`config.mk`:
```
export PLATFORM = sky130hd
export DESIGN_NAME = irq_decode_regs
export DESIGN_NICKNAME = d
export VERILOG_FILES = /design/src/rtl/irq_regs_pkg.sv /design/src/rtl/irq_axil_port.sv /design/src/rtl/irq_cause_bits.sv /design/src/rtl/irq_line.sv /design/src/rtl/irq_decode_regs.sv
export SDC_FILE = /design/constraint.sdc
export NUM_CORES = 1
export LEC_CHECK = 0
export CORE_MARGIN = 2
export CORE_UTILIZATION = 50
export DETAILED_ROUTE_END_ITERATION = 10
export DONT_BUFFER_PORTS = 1
export PLACE_DENSITY = 0.69
export SLEW_MARGIN = 25
export SYNTH_ARGS = -nofsm -noshare
export SYNTH_HDL_FRONTEND = slang
export SYNTH_SLANG_ARGS = --single-unit
```
`constraint.sdc`:
```
create_clock -name clk -period 2.5 [get_ports clk]
set_input_delay 0.25 -clock clk [delete_from_list [all_inputs] [get_ports clk]]
set_output_delay 0.25 -clock clk [all_outputs]
set_load 0.02 [all_outputs]
```
`src/rtl/irq_regs_pkg.sv`:
```
package irq_regs_pkg;
  localparam int REG_W  = 32;
  localparam int STRB_W = REG_W / 8;

  localparam logic [REG_W-1:0] CAUSE_IMPL  = 32'h00F3_0FEF;
  localparam logic [REG_W-1:0] ERRMSG_BITS = 32'h0000_0E00;
  localparam logic [REG_W-1:0] CTRL_IMPL   = 32'h0003_0100;

  localparam int CTRL_GDIS   = 8;
  localparam int CTRL_PLAIN  = 16;
  localparam int CTRL_ROWR   = 17;
  localparam int LINKDN_BIT  = 0;

  localparam logic [31:0] OFS_CTRL  = 32'h0000_0134;
  localparam logic [31:0] OFS_CAUSE = 32'h0000_0138;
  localparam logic [31:0] OFS_EN    = 32'h0000_013C;

  // Expand byte strobes into a bit mask.
  function automatic logic [REG_W-1:0] strb_to_mask(input logic [STRB_W-1:0] s);
    logic [REG_W-1:0] m;
    for (int b = 0; b < STRB_W; b++) m[8*b +: 8] = {8{s[b]}};
    return m;
  endfunction

  // Sticky update with a clear vector; a set always wins.
  function automatic logic [REG_W-1:0] w1c_next(input logic [REG_W-1:0] cur,
                                                input logic [REG_W-1:0] set,
                                                input logic [REG_W-1:0] clr);
    return set | (cur & ~clr);
  endfunction

  // Plain store into strobed bits; a set still wins.
  function automatic logic [REG_W-1:0] plain_next(input logic [REG_W-1:0] cur,
                                                  input logic [REG_W-1:0] set,
                                                  input logic [REG_W-1:0] wd,
                                                  input logic [REG_W-1:0] bm);
    return set | (wd & bm) | (cur & ~bm);
  endfunction
endpackage

```
`src/rtl/irq_axil_port.sv`:
```
module irq_axil_port
  import irq_regs_pkg::*;
#(
  parameter int ADDR_W = 12
) (
  input  logic              clk,
  input  logic              rst_n,
  input  logic [ADDR_W-1:0] s_awaddr,
  input  logic              s_awvalid,
  output logic              s_awready,
  input  logic [REG_W-1:0]  s_wdata,
  input  logic [STRB_W-1:0] s_wstrb,
  input  logic              s_wvalid,
  output logic              s_wready,
  output logic [1:0]        s_bresp,
  output logic              s_bvalid,
  input  logic              s_bready,
  input  logic [ADDR_W-1:0] s_araddr,
  input  logic              s_arvalid,
  output logic              s_arready,
  output logic [REG_W-1:0]  s_rdata,
  output logic [1:0]        s_rresp,
  output logic              s_rvalid,
  input  logic              s_rready,
  output logic              wr_fire,
  output logic [ADDR_W-1:0] wr_addr,
  output logic [REG_W-1:0]  wr_data,
  output logic [STRB_W-1:0] wr_strb,
  output logic [ADDR_W-1:0] rd_addr,
  input  logic [REG_W-1:0]  rd_word
);
  logic             bvalid_q, rvalid_q, rd_fire;
  logic [REG_W-1:0] rdata_q;

  // Address and data are taken together, one write in flight.
  assign wr_fire   = s_awvalid & s_wvalid & ~bvalid_q;
  assign s_awready = wr_fire;
  assign s_wready  = wr_fire;
  assign wr_addr   = s_awaddr;
  assign wr_data   = s_wdata;
  assign wr_strb   = s_wstrb;

  assign rd_fire   = s_arvalid & ~rvalid_q;
  assign s_arready = ~rvalid_q;
  assign rd_addr   = s_araddr;

  always_ff @(posedge clk) begin
    if (!rst_n) begin
      bvalid_q <= 1'b0;
      rvalid_q <= 1'b0;
      rdata_q  <= '0;
    end else begin
      if (wr_fire)       bvalid_q <= 1'b1;
      else if (s_bready) bvalid_q <= 1'b0;
      if (rd_fire) begin
        rvalid_q <= 1'b1;
        rdata_q  <= rd_word;
      end else if (s_rready) begin
        rvalid_q <= 1'b0;
      end
    end
  end

  assign s_bvalid = bvalid_q;
  assign s_bresp  = 2'b00;
  assign s_rvalid = rvalid_q;
  assign s_rdata  = rdata_q;
  assign s_rresp  = 2'b00;

  AST_BVALID_HOLD: assert property (@(posedge clk) disable iff (!rst_n)
    (s_bvalid && !s_bready) |=> s_bvalid);
  AST_RVALID_HOLD: assert property (@(posedge clk) disable iff (!rst_n)
    (s_rvalid && !s_rready) |=> (s_rvalid && $stable(s_rdata)));
endmodule

```
`src/rtl/irq_cause_bits.sv`:
```
module irq_cause_bits
  import irq_regs_pkg::*;
(
  input  logic             clk,
  input  logic             rst_n,
  input  logic [REG_W-1:0] set_vec,
  input  logic             wr_en,
  input  logic             plain_mode,
  input  logic [REG_W-1:0] wr_data,
  input  logic [REG_W-1:0] wr_bmask,
  input  logic             drain_ack,
  output logic [REG_W-1:0] cause_q
);
  logic             armed_q;
  logic [REG_W-1:0] clr_req, err_gate, nxt;
  logic             err_touch, err_evt;

  assign clr_req   = wr_data & wr_bmask & CAUSE_IMPL;
  assign err_gate  = armed_q ? '1 : ~ERRMSG_BITS;
  assign err_touch = wr_en & ~plain_mode & (|(clr_req & ERRMSG_BITS));
  assign err_evt   = |(set_vec & ERRMSG_BITS);

  always_comb begin
    if (!wr_en)          nxt = cause_q | set_vec;
    else if (plain_mode) nxt = plain_next(cause_q, set_vec, wr_data, wr_bmask);
    else                 nxt = w1c_next(cause_q, set_vec, clr_req & err_gate);
    nxt = nxt & CAUSE_IMPL;
  end

  always_ff @(posedge clk) begin
    if (!rst_n) begin
      cause_q <= '0;
      armed_q <= 1'b0;
    end else begin
      cause_q <= nxt;
      if (drain_ack)                 armed_q <= 1'b1;
      else if (err_touch || err_evt) armed_q <= 1'b0;
    end
  end

  AST_STICKY: assert property (@(posedge clk) disable iff (!rst_n)
    !wr_en |=> (($past(cause_q) & ~cause_q) == '0));
  AST_EVT_WINS: assert property (@(posedge clk) disable iff (!rst_n)
    (set_vec != '0) |=> ((cause_q & $past(set_vec)) == $past(set_vec)));
  AST_ERR_LOCK: assert property (@(posedge clk) disable iff (!rst_n)
    (wr_en && !plain_mode && !armed_q) |=>
      ((($past(cause_q) & ~cause_q) & ERRMSG_BITS) == '0));
  AST_RSVD_ZERO: assert property (@(posedge clk) disable iff (!rst_n)
    (cause_q & ~CAUSE_IMPL) == '0);
endmodule

```
`src/rtl/irq_line.sv`:
```
module irq_line
  import irq_regs_pkg::*;
(
  input  logic             clk,
  input  logic             rst_n,
  input  logic [REG_W-1:0] cause,
  input  logic [REG_W-1:0] enable,
  input  logic             gdis,
  output logic             irq_o
);
  logic irq_q;

  always_ff @(posedge clk) begin
    if (!rst_n) irq_q <= 1'b0;
    else        irq_q <= (|(cause & enable)) & ~gdis;
  end

  assign irq_o = irq_q;

  AST_GDIS_LOW: assert property (@(posedge clk) disable iff (!rst_n)
    gdis |=> !irq_o);
endmodule

```
`src/rtl/irq_decode_regs.sv`:
```
module irq_decode_regs
  import irq_regs_pkg::*;
#(
  parameter int ADDR_W = 12
) (
  input  logic              clk,
  input  logic              rst_n,
  input  logic              link_up,
  input  logic [31:0]       event_in,
  input  logic              efifo_wb_done,
  input  logic [ADDR_W-1:0] s_awaddr,
  input  logic              s_awvalid,
  output logic              s_awready,
  input  logic [31:0]       s_wdata,
  input  logic [3:0]        s_wstrb,
  input  logic              s_wvalid,
  output logic              s_wready,
  output logic [1:0]        s_bresp,
  output logic              s_bvalid,
  input  logic              s_bready,
  input  logic [ADDR_W-1:0] s_araddr,
  input  logic              s_arvalid,
  output logic              s_arready,
  output logic [31:0]       s_rdata,
  output logic [1:0]        s_rresp,
  output logic              s_rvalid,
  input  logic              s_rready,
  output logic              irq_o
);
  logic              wr_fire;
  logic [ADDR_W-1:0] wr_addr, rd_addr;
  logic [REG_W-1:0]  wr_data, rd_word, wr_bmask;
  logic [STRB_W-1:0] wr_strb;
  logic [31:0]       wa32, ra32;
  logic              sel_ctrl, sel_cause, sel_en, cause_wr_en;
  logic [REG_W-1:0]  ctrl_q, en_q, cause_q, set_vec;
  logic              link_up_q, link_fall;

  irq_axil_port #(.ADDR_W(ADDR_W)) u_port (
    .clk(clk), .rst_n(rst_n),
    .s_awaddr(s_awaddr), .s_awvalid(s_awvalid), .s_awready(s_awready),
    .s_wdata(s_wdata), .s_wstrb(s_wstrb), .s_wvalid(s_wvalid), .s_wready(s_wready),
    .s_bresp(s_bresp), .s_bvalid(s_bvalid), .s_bready(s_bready),
    .s_araddr(s_araddr), .s_arvalid(s_arvalid), .s_arready(s_arready),
    .s_rdata(s_rdata), .s_rresp(s_rresp), .s_rvalid(s_rvalid), .s_rready(s_rready),
    .wr_fire(wr_fire), .wr_addr(wr_addr), .wr_data(wr_data), .wr_strb(wr_strb),
    .rd_addr(rd_addr), .rd_word(rd_word)
  );

  assign wa32      = 32'(wr_addr);
  assign ra32      = 32'(rd_addr);
  assign sel_ctrl  = wr_fire && (wa32 == OFS_CTRL);
  assign sel_cause = wr_fire && (wa32 == OFS_CAUSE);
  assign sel_en    = wr_fire && (wa32 == OFS_EN);
  assign cause_wr_en = sel_cause;
  assign wr_bmask  = strb_to_mask(wr_strb);

  // Link-down event: falling edge of the sampled link-up level.
  always_ff @(posedge clk) begin
    if (!rst_n) link_up_q <= 1'b0;
    else        link_up_q <= link_up;
  end
  assign link_fall = link_up_q & ~link_up;

  always_comb begin
    set_vec = event_in & CAUSE_IMPL;
    set_vec[LINKDN_BIT] = link_fall;
  end

  always_ff @(posedge clk) begin
    if (!rst_n) begin
      ctrl_q <= '0;
      en_q   <= '0;
    end else begin
      if (sel_ctrl) ctrl_q <= ((ctrl_q & ~wr_bmask) | (wr_data & wr_bmask)) & CTRL_IMPL;
      if (sel_en)   en_q   <= ((en_q & ~wr_bmask) | (wr_data & wr_bmask)) & CAUSE_IMPL;
    end
  end

  irq_cause_bits u_cause (
    .clk(clk), .rst_n(rst_n), .set_vec(set_vec), .wr_en(cause_wr_en),
    .plain_mode(ctrl_q[CTRL_PLAIN]), .wr_data(wr_data), .wr_bmask(wr_bmask),
    .drain_ack(efifo_wb_done), .cause_q(cause_q)
  );

  irq_line u_line (
    .clk(clk), .rst_n(rst_n), .cause(cause_q), .enable(en_q),
    .gdis(ctrl_q[CTRL_GDIS]), .irq_o(irq_o)
  );

  always_comb begin
    if (ra32 == OFS_CTRL)       rd_word = ctrl_q;
    else if (ra32 == OFS_CAUSE) rd_word = cause_q;
    else if (ra32 == OFS_EN)    rd_word = en_q;
    else                        rd_word = '0;
  end

  AST_LINK_QUIET: assert property (@(posedge clk) disable iff (!rst_n)
    (!link_up && !link_up_q && !cause_wr_en) |=> (cause_q[LINKDN_BIT] == $past(cause_q[LINKDN_BIT])));
endmodule

```
==> out/results.ini <==
[cts]
cts_tree=done
cts_buffer_depth=2
clkTransAtPathRegs_ns=0.07
cts_root_buf=clkbuf_8
ctsResizeCount=0
clk_latency_ns=0.34
h-tree-depth=3
cts_inserted_buffers=9
cts.sinks=59
postCtsSetupRepairBufs=0
cts_hold_buf=0

[drt]
remaining_drc_errors=0
drt_iter0_drc=117
vias=2496
detail-route-antenna-nets=0
wire_per_inst_um=17.2
finalWirelength_um=7220
via_per_inst=5.96
firstDrtPassIters=4

[sta]
worst_slew_margin_rel=0.466
fin_setup_tns_ns=0
clock.fmax_mhz=571
fin_crit_sh=0.701
setup_viol=0
worst_pin_slew_ns=0.800
hold_violations=0
min_period_ns=1.75
skew_ns=0.00587
slew_violations=0
rsz0062_at_grt=false

[power]
power.clock.fraction=0.410
p_switching_w=0.000464
power_density_mw_per_mm2=615
p_int_w=0.00142
leakagePower_nw=1.11
power_switching_share=0.246
comb_power_share=0.066
seq_power_share=0.523
ir_drop_uv=271

[logic_synthesis]
synth.largest_area_cell=dfxtp_1
synth.top_cell.area_share=0.396
synth.avg_cell_area_um2=8.55
syn_inst=349
ys_warn_count=0
ys_async_sr_fraction=0
ys_seq_area_frac=0.396
synthFlopType=dfxtp_1
synth_edf_count=0
yosys_register_bits=59
synthDistinctLibCells=52
syn_area_mm2=0.00299
synth_area_leaders=dfxtp_1 (40%), o21ai_0 (7.9%), mux2i_1 (6.0%), a21oi_1 (5.7%), buf_4 (5.3%)

[worst_setup_path]
r2r_start=u_port.s_bvalid
critPathArrivalTime_ns=2.02
crit_type=flip-flop to flip-flop
worstPathRequired_ns=2.77
cp_top_family=simple AND/OR/NAND/NOR gates
critPathBufInv=0
crit_slowest_cell=and4_1
crit_path_end_kind=flip-flop
cp_max_fo=16
critPathMaxStageDelay_ns=0.59
cp-startpoint=u_port.s_bvalid
cp_cell_sequence=and3b_1 > and4_1 > nand4_1 > a21oi_1
critPathLaunchType=flip-flop

[floorplan]
ios=143
die_h_um=81.3
die_area_mm2=0.00660
start_util=0.510
core-area_mm2=0.00585
fp.dieW_um=81.3
row_count=28

[place]
gp_congestion=0.866
dp.cells=403
portBuffers=0
dp_hpwl_um=5230

[finish]
finish.net_count=440
seq_area_mm2=0.00118
multi_input_area_mm2=0.00155
fillers=580
final_common_cell=dfxtp_1
antennaDiodeCount=0
syn_to_final_growth_pct=2.64
fin_cells=419
layout_common_cells=dfxtp_1 (59), o21ai_0 (47), a21oi_1 (33)
drive_above_1_share=0.0843

[global_routing]
grt.overflow.total=0
grt_pass1_vias=2215
grt_pass1_wl_um=10900
antenna_found_initial=0
track_usage=0.223
grt_max_degree=38

[flow_run]
drv_cap=0

[worst_hold_path]
hp-class=primary input to flip-flop
hold_start=rst_n

[status]
outcome=completed

synthesized netlist by cell type, drive strengths merged (2+ instances only):
master	n
nand4	22
nor2	20
nor4b	4
and4	3
a2111oi	2
inv	10
buf	30
nand2b	3
nor4bb	4
and4b	3
and2	3
mux2	3
mux2i	18
a22oi	7
a31oi	12
o21ai	47
dlygate4sd3	2
or2	2
clkbuf	11
dfxtp	59
a21oi	34
a221oi	2
nand2	26
a211oi	4
metrics by stage:
| stage | hold WS [ns] | utilization | power (W) | worst slack, ns | area (µm²) |
|---|---|---|---|---|---|
| 2_1_floorplan | 0.379 | - | 0.00115 | 0.767 | 3050 |
| 3_3_place_gp | 0.373 | 0.494 | 0.00113 | 0.737 | 2890 |
| 3_5_place_dp | 0.376 | 0.494 | 0.00113 | 0.728 | 2890 |
| 4_1_cts | 0.0207 | 0.523 | 0.00189 | 0.705 | 3060 |
| 5_1_grt | 0.0204 | 0.524 | 0.00195 | 0.627 | 3060 |
| 6_report | 0.0223 | 0.524 | 0.00189 | 0.747 | 3060 |
routing by layer:
layer | global-route usage | vias to the layer above | wire (µm)
met4 | 0.102 | 0 | 138
met3 | 0.0789 | 12 | 671
met2 | 0.333 | 109 | 3210
li1 | - | 1234 | -
met5 | 0 | - | 0
met1 | 0.287 | 1141 | 3200
worst reg2reg max path, cell delays in order, from the launching register on:
cell and delay, ns:
dfxtp_1 0.41, and3b_1 0.34, and4_1 0.60, nand4_1 0.18, a21oi_1 0.16
power by group through the flow:
| stage | clock network [W] | registers (W) | logic (W) |
|---|---|---|---|
| 6_report | 0.000773 | 0.000987 | 0.000125 |
| 5_1_grt | 0.000821 | 0.000990 | 0.000141 |
| 4_1_cts | 0.000779 | 0.000987 | 0.000125 |
| 3_5_place_dp | 0 | 0.00101 | 0.000124 |
| 3_3_place_gp | 0 | 0.00101 | 0.000121 |
| 2_1_floorplan | 0 | 0.00100 | 0.000151 |
cell families after synthesis:
kind of cell,count (synthesis),share of synthesized area
compound gates,117,0.226
simple gates,98,0.196
flops,59,0.396
buf+inv,53,0.109
mux,21,0.0717
other cells,1,0.00126
path summary, 6_finish.rpt:
| kind | end | cells after the start | slack (ns) |
|---|---|---|---|
| setup / recovery | flip-flop | 4 | 0.75 |
| hold / removal | u_port.s_rdata[16] | 1 | 0.02 |
| setup reg to reg | flip-flop | 4 | 0.75 |
| hold reg to reg | flip-flop | 2 | 0.47 |
cell type report:
type / instances / area share
multi-input combinational: 255 / 0.506
sequential: 59 / 0.385
clock buffer: 14 / 0.0531
tap: 75 / 0.0306
inverter: 10 / 0.0122
timing repair buffer: 4 / 0.00980
clock inverter: 2 / 0.00327
Power figures use the tool's default switching activity.
